**config.mk**
```make
export PLATFORM = sky130hd
export DESIGN_NAME = tkram_port
export DESIGN_NICKNAME = d
export VERILOG_FILES = /design/src/rtl/tkram_pkg.sv /design/src/rtl/tkram_cycle.sv /design/src/rtl/tkram_store.sv /design/src/rtl/tkram_bus.sv /design/src/rtl/tkram_port.sv
export SDC_FILE = /design/constraint.sdc
export NUM_CORES = 1
export LEC_CHECK = 0
export BUFFER_PORTS_ARGS = -buffer_cell sky130_fd_sc_hd__buf_2
export CORE_ASPECT_RATIO = 0.6
export CORE_MARGIN = 2
export CORE_UTILIZATION = 60
export DETAILED_ROUTE_END_ITERATION = 10
export PLACE_DENSITY = 0.74
export SLEW_MARGIN = 20
export SYNTH_ARGS = -nofsm -noshare
export SYNTH_HDL_FRONTEND = slang
export SYNTH_SLANG_ARGS = --single-unit
```
**constraint.sdc**
```tcl
create_clock -name clk -period 2.6 [get_ports clk]
set_input_delay 0.52 -clock clk [delete_from_list [all_inputs] [get_ports clk]]
set_output_delay 0.52 -clock clk [all_outputs]
set_load 0.01 [all_outputs]
```
**src/rtl/tkram_pkg.sv**
```systemverilog
package tkram_pkg;

    localparam int CLK_REG_COUNT = 8;
    localparam int DAY_OFFSET    = 4;
    localparam int BATT_BIT      = 7;

    typedef enum logic [1:0] {
        PH_IDLE,
        PH_ACT,
        PH_HOLD
    } wr_phase_e;

    typedef struct packed {
        logic addr_moved;
        logic too_soon;
    } wr_viol_t;

    function automatic int day_index(input int aw);
        return (1 << aw) - CLK_REG_COUNT + DAY_OFFSET;
    endfunction

    function automatic int cnt_width(input int max_val);
        return (max_val < 2) ? 1 : $clog2(max_val + 1);
    endfunction

endpackage

```
**src/rtl/tkram_cycle.sv**
```systemverilog
module tkram_cycle
    import tkram_pkg::*;
#(
    parameter int ADDR_W = 5,
    parameter int DATA_W = 8,
    parameter int T_SU   = 2,
    parameter int T_HD   = 2,
    parameter int T_REC  = 3
) (
    input  logic              clk,
    input  logic              rst,
    input  logic              ce_n,
    input  logic              we_n,
    input  logic              inhibit,
    input  logic [ADDR_W-1:0] addr,
    input  logic [DATA_W-1:0] din,
    output logic              commit,
    output logic [ADDR_W-1:0] c_addr,
    output logic [DATA_W-1:0] c_data,
    output logic              rec_busy,
    output logic              err
);

    localparam int SUW = cnt_width(T_SU);
    localparam int HDW = cnt_width(T_HD);
    localparam int RCW = cnt_width(T_REC);

    wr_phase_e         phase;
    wr_viol_t          viol;
    logic [SUW-1:0]    su_cnt;
    logic [HDW-1:0]    hold_left;
    logic [RCW-1:0]    rec_cnt;
    logic              wr_act;
    logic              setup_ok;

    assign wr_act   = !ce_n && !we_n && !inhibit;
    assign setup_ok = (T_SU == 0) || (int'(su_cnt) >= T_SU);
    assign rec_busy = (rec_cnt != '0);

    always_ff @(posedge clk) begin
        if (rst) begin
            phase     <= PH_IDLE;
            viol      <= '0;
            su_cnt    <= '0;
            hold_left <= '0;
            rec_cnt   <= '0;
            c_addr    <= '0;
            c_data    <= '0;
            commit    <= 1'b0;
            err       <= 1'b0;
        end else begin
            commit <= 1'b0;
            if (rec_cnt != '0) begin
                rec_cnt <= rec_cnt - 1'b1;
            end
            case (phase)
                PH_IDLE: begin
                    if (wr_act) begin
                        phase           <= PH_ACT;
                        c_addr          <= addr;
                        c_data          <= din;
                        su_cnt          <= SUW'(1);
                        viol.addr_moved <= 1'b0;
                        viol.too_soon   <= (rec_cnt != '0);
                    end
                end
                PH_ACT: begin
                    if (wr_act) begin
                        if (addr != c_addr) begin
                            viol.addr_moved <= 1'b1;
                        end
                        if (din != c_data) begin
                            c_data <= din;
                            su_cnt <= SUW'(1);
                        end else if (int'(su_cnt) < T_SU) begin
                            su_cnt <= su_cnt + 1'b1;
                        end
                    end else begin
                        rec_cnt <= RCW'(T_REC);
                        phase   <= PH_IDLE;
                        if (inhibit) begin
                            phase <= PH_IDLE;
                        end else if (viol.addr_moved || viol.too_soon || !setup_ok) begin
                            err <= 1'b1;
                        end else if (T_HD == 0) begin
                            commit <= 1'b1;
                        end else if (din != c_data) begin
                            err <= 1'b1;
                        end else if (T_HD == 1) begin
                            commit <= 1'b1;
                        end else begin
                            phase     <= PH_HOLD;
                            hold_left <= HDW'(T_HD - 1);
                        end
                    end
                end
                PH_HOLD: begin
                    if (inhibit) begin
                        phase <= PH_IDLE;
                    end else if (din != c_data) begin
                        err   <= 1'b1;
                        phase <= PH_IDLE;
                    end else if (hold_left == HDW'(1)) begin
                        commit <= 1'b1;
                        phase  <= PH_IDLE;
                    end else begin
                        hold_left <= hold_left - 1'b1;
                    end
                end
                default: phase <= PH_IDLE;
            endcase
        end
    end

endmodule

```
**src/rtl/tkram_store.sv**
```systemverilog
module tkram_store
    import tkram_pkg::*;
#(
    parameter int ADDR_W = 5,
    parameter int DATA_W = 8
) (
    input  logic              clk,
    input  logic              rst,
    input  logic              commit,
    input  logic [ADDR_W-1:0] c_addr,
    input  logic [DATA_W-1:0] c_data,
    input  logic [ADDR_W-1:0] raddr,
    input  logic              batt_ok,
    output logic [DATA_W-1:0] rdata
);

    localparam int                DEPTH    = 1 << ADDR_W;
    localparam logic [ADDR_W-1:0] DAY_ADDR = ADDR_W'(day_index(ADDR_W));

    logic [DATA_W-1:0] mem [DEPTH];
    logic [DATA_W-1:0] wr_word;

    always_comb begin
        wr_word = c_data;
        if (c_addr == DAY_ADDR) begin
            wr_word[BATT_BIT] = 1'b0;
        end
    end

    always_ff @(posedge clk) begin
        if (rst) begin
            for (int i = 0; i < DEPTH; i++) begin
                mem[i] <= '0;
            end
        end else if (commit) begin
            mem[c_addr] <= wr_word;
        end
    end

    always_comb begin
        rdata = mem[raddr];
        if (raddr == DAY_ADDR) begin
            rdata[BATT_BIT] = batt_ok;
        end
    end

endmodule

```
**src/rtl/tkram_bus.sv**
```systemverilog
module tkram_bus
    import tkram_pkg::*;
#(
    parameter int DATA_W = 8,
    parameter int T_WEZ  = 2
) (
    input  logic              clk,
    input  logic              rst,
    input  logic              ce_n,
    input  logic              we_n,
    input  logic              oe_n,
    input  logic              inhibit,
    input  logic              rec_busy,
    input  logic [DATA_W-1:0] rdata,
    output logic [DATA_W-1:0] dout,
    output logic              dout_en
);

    localparam int WZW = cnt_width(T_WEZ);

    logic [WZW-1:0] we_lo;
    logic           we_window;

    always_ff @(posedge clk) begin
        if (rst || we_n) begin
            we_lo <= '0;
        end else if (int'(we_lo) < T_WEZ) begin
            we_lo <= we_lo + 1'b1;
        end
    end

    assign we_window = we_n || (int'(we_lo) < T_WEZ);
    assign dout_en   = !ce_n && !oe_n && !inhibit && !rec_busy && we_window;
    assign dout      = dout_en ? rdata : '0;

endmodule

```
**src/rtl/tkram_port.sv**
```systemverilog
module tkram_port
    import tkram_pkg::*;
#(
    parameter int ADDR_W = 5,
    parameter int DATA_W = 8,
    parameter int T_SU   = 2,
    parameter int T_HD   = 2,
    parameter int T_REC  = 3,
    parameter int T_WEZ  = 2
) (
    input  logic              clk,
    input  logic              rst,
    input  logic              ce_n,
    input  logic              we_n,
    input  logic              oe_n,
    input  logic              inhibit,
    input  logic              batt_ok,
    input  logic [ADDR_W-1:0] addr,
    input  logic [DATA_W-1:0] din,
    output logic [DATA_W-1:0] dout,
    output logic              dout_en,
    output logic              err
);

    logic              commit;
    logic [ADDR_W-1:0] c_addr;
    logic [DATA_W-1:0] c_data;
    logic              rec_busy;
    logic [DATA_W-1:0] rdata;

    tkram_cycle #(
        .ADDR_W(ADDR_W), .DATA_W(DATA_W),
        .T_SU(T_SU), .T_HD(T_HD), .T_REC(T_REC)
    ) u_cycle (
        .clk(clk), .rst(rst), .ce_n(ce_n), .we_n(we_n), .inhibit(inhibit),
        .addr(addr), .din(din), .commit(commit), .c_addr(c_addr),
        .c_data(c_data), .rec_busy(rec_busy), .err(err)
    );

    tkram_store #(
        .ADDR_W(ADDR_W), .DATA_W(DATA_W)
    ) u_store (
        .clk(clk), .rst(rst), .commit(commit), .c_addr(c_addr),
        .c_data(c_data), .raddr(addr), .batt_ok(batt_ok), .rdata(rdata)
    );

    tkram_bus #(
        .DATA_W(DATA_W), .T_WEZ(T_WEZ)
    ) u_bus (
        .clk(clk), .rst(rst), .ce_n(ce_n), .we_n(we_n), .oe_n(oe_n),
        .inhibit(inhibit), .rec_busy(rec_busy), .rdata(rdata),
        .dout(dout), .dout_en(dout_en)
    );

endmodule

```
==> flow_summary.ini <==
[global_routing]
grt_max_degree = 63
grt_pass1_vias = 8344
grt_antenna_before_repair = 0
grt_use_total_pct = 29.4
grt_overflow = 0
grt_pass1_wl_um = 50600

[worst_hold_path]
holdPathStages = 2
hold_start = we_n
hold-path-endpoint = u_bus.we_lo[1]$_SDFFE_PP0N_
hp-class = in2reg

[sta]
hold_violations = 0
fin_skew_ns = 0.00834
worst_slack_ns = -0.179
worst_slew_pin_slew_ns = 0.662
final_max_slew_viol_count = 0
period_share_pct = 107
post-route-min-period_ns = 2.78
fmax_mhz = 360
slew_headroom_pct = 55.9
finalSetupTns_ns = -0.994
rsz0062_at_grt = yes
setup_violations = 8

[setup_path]
reg2regPathDepth = 3
crit_path_max_fanout = 4
cp-start-kind = flip-flop
cp_slowest_cell = or4_4
crit_type = reg2out
crit_arrival_ns = 2.26
crit_chain = or4_4 > nor3_4 > buf_4 > clkbuf_16 > nor3b_2 > buf_2
endpoint_kind = output pin
r2r-start = u_cycle.c_addr[2]$_SDFFE_PP0P_
required_ns = 2.08
critPathMaxStageDelay_ns = 0.53
reg2reg_slack_ns = 0.48
reg2reg_to = u_store.mem[4][6]$_SDFFCE_PN0P_

[yosys]
yosys.area.top_type = edfxtp_1
synth_adder_area_share_pct = 0.188
synth_area_per_cell_um2 = 13.9
synth-seq-cells = 282
syn_nets = 980
synth_top_area_share_pct = 57.6
synth-edff-count = 255
synthFlopType = edfxtp_1
synth_warnings = 0
ys_seq_area_share_pct = 61.6
synth-compound-area-share_pct = 4.45
synthCells = 958
synth_top_family_by_area = simple AND/OR/NAND/NOR gates
synth_xor_area_share_pct = 0.987
synth_area_leaders = edfxtp_1 58%, and2_1 11%, mux4_2 6.9%, dfxtp_1 4.1%, mux2i_1 2.3%
muxShareOfSynthArea_pct = 11.2
ys_async_sr_fraction_pct = 0
synth_area_um2 = 13300
synth.distinct_cells = 58
synthSimpleGateAreaFrac_pct = 18.2

[route]
routed_via_density = 6.19
drtIter0Drc = 953
drt-total-wl_um = 33200
vias = 8460
postRouteAntennaNets = 0
drc = 0
wl_per_cell_um = 24.3
drt_pass1_iterations = 5

[clocking]
cts_inserted_buffers = 26
path_clk_slew_ns = 0.06
cts_tree = built
clock_latency_ns = 0.54
clock-root-buffer = clkbuf_16
cts_sinks = 282
cts_max_level = 1
cts.path.max_buffers = 3

[finish]
nNetsFinal = 1082
final_common_cell = edfxtp_1
finalInstanceArea_um2 = 15400
final_cell_mix = 255 x edfxtp_1, 227 x and2_1, 109 x buf_4, 45 x nor2_1, 43 x mux4_2
syn_to_final_growth_pct = 15.5
layout-drive-gt1-share_pct = 26.9
antenna-diode-count = 0

[floorplan]
fp.dieH_um = 119
start_util_pct = 60.7
io_pins = 30
dieArea_um2 = 23400
row_count = 42
dieWidth_um = 196
core_area_um2 = 21900

[placed_design]
portBuffers = 29
gp_congestion = 0.862
post-dp-hpwl_um = 22000
dp_slack_ns = -0.317
place_area_um2 = 14300

[pwr]
p_leak_nw = 5.74
finalPower_mw = 9.78
powerDensity_nw_per_um2 = 637
worst_ir_drop_vdd_mv = 0.487

[flow_run]
cap_violations = 0

[run_status]
violations = setup timing
status = complete, but fails checks
## cell type report
type                    count  area, um2
flip-flops and latches    282       8200
fillers                  1493       6550
multi-input cells         597       4770
repair buffers            146       1160
clock buffers              33        708
well taps                 286        358
clock inverters            15        150
inverters                   7       26.3
## cell families after synthesis
logic type | Yosys count
muxes | 81
DFF | 282
xor gates and xnor gates | 15
buffers and inverters | 79
AOI/OAI and AO/OA | 83
and+or+nand+nor | 416
adders and majority gates | 2
## synthesized netlist by cell type, types with 10 or more instances
master,number
a21oi_1,22
and2_1,227
buf_2,16
clkbuf_1,39
dfxtp_1,27
edfxtp_1,255
mux2i_1,30
mux4_1,10
mux4_2,41
nand2_1,27
nor2_1,45
nor3_1,38
o221ai_1,12
or2_2,33
xnor2_1,11
## stage by stage
stage                     cells  utilization [%]  hold slack, ns
final                      1366             70.1           0.217
after global placement     1313             65.2           0.430
after global routing       1366             70.1           0.216
after floorplan             958                -           0.441
after detailed placement   1313             65.2           0.437
after CTS                  1364             69.7           0.205
## metal layers
layer / track usage, % / routed length [um]
met3: 7.36 / 4110
met1: 47.1 / 14800
met5: 0 / 0
met4: 5.21 / 565
met2: 40.9 / 13800
## power breakdown
group	leakage, nW	switching, mW	internal, mW
Combinational	2.47	0.426	0.317
Clock	0.418	1.68	2.23
Sequential	2.85	0.0648	5.07
Total	5.74	2.17	7.61
## timing repair
| item | CTS | global route |
|---|---|---|
| gates cloned | 1 | 1 |
| pin swaps | 5 | 8 |
| hold buffers | 0 | 0 |
| buffers inserted | 2 | 2 |
| resized for setup | 22 | 13 |
| setup endpoints to repair | 8 | 8 |
## critical path: cells and delay by family, from the launching register on
kind / cells / cell delay [ns]
AND/OR/NAND/NOR: 3 / 0.95
flip-flops: 1 / 0.32
buffers and inverters: 3 / 0.46
## how the worst max path moves through the flow
stage	slack, ns	depth (start not counted)	start	to
floorplan	0.24	8	addr[0]	dout[7]
global placement	-0.27	7	addr[0]	dout[0]
detailed placement	-0.32	7	addr[0]	dout[0]
CTS	-0.23	6	u_cycle.rec_cnt[1]$_SDFF_PP0_	dout[5]
global route	-0.25	6	u_cycle.rec_cnt[0]$_SDFF_PP0_	dout[3]
finish	-0.18	6	u_cycle.rec_cnt[0]$_SDFF_PP0_	dout[3]
## flip-flops by register name, indices dropped and copies added (netlist names)
signal	count
u_bus.we_lo	2
u_cycle.su_cnt	2
u_cycle.c_addr	5
u_cycle.c_data	8
u_cycle.hold_left	2
u_cycle.phase	2
u_cycle.viol	2
u_cycle.commit	1
u_store.mem	255
u_cycle.err	1
u_cycle.rec_cnt	2
Power figures use the tool's default switching activity.
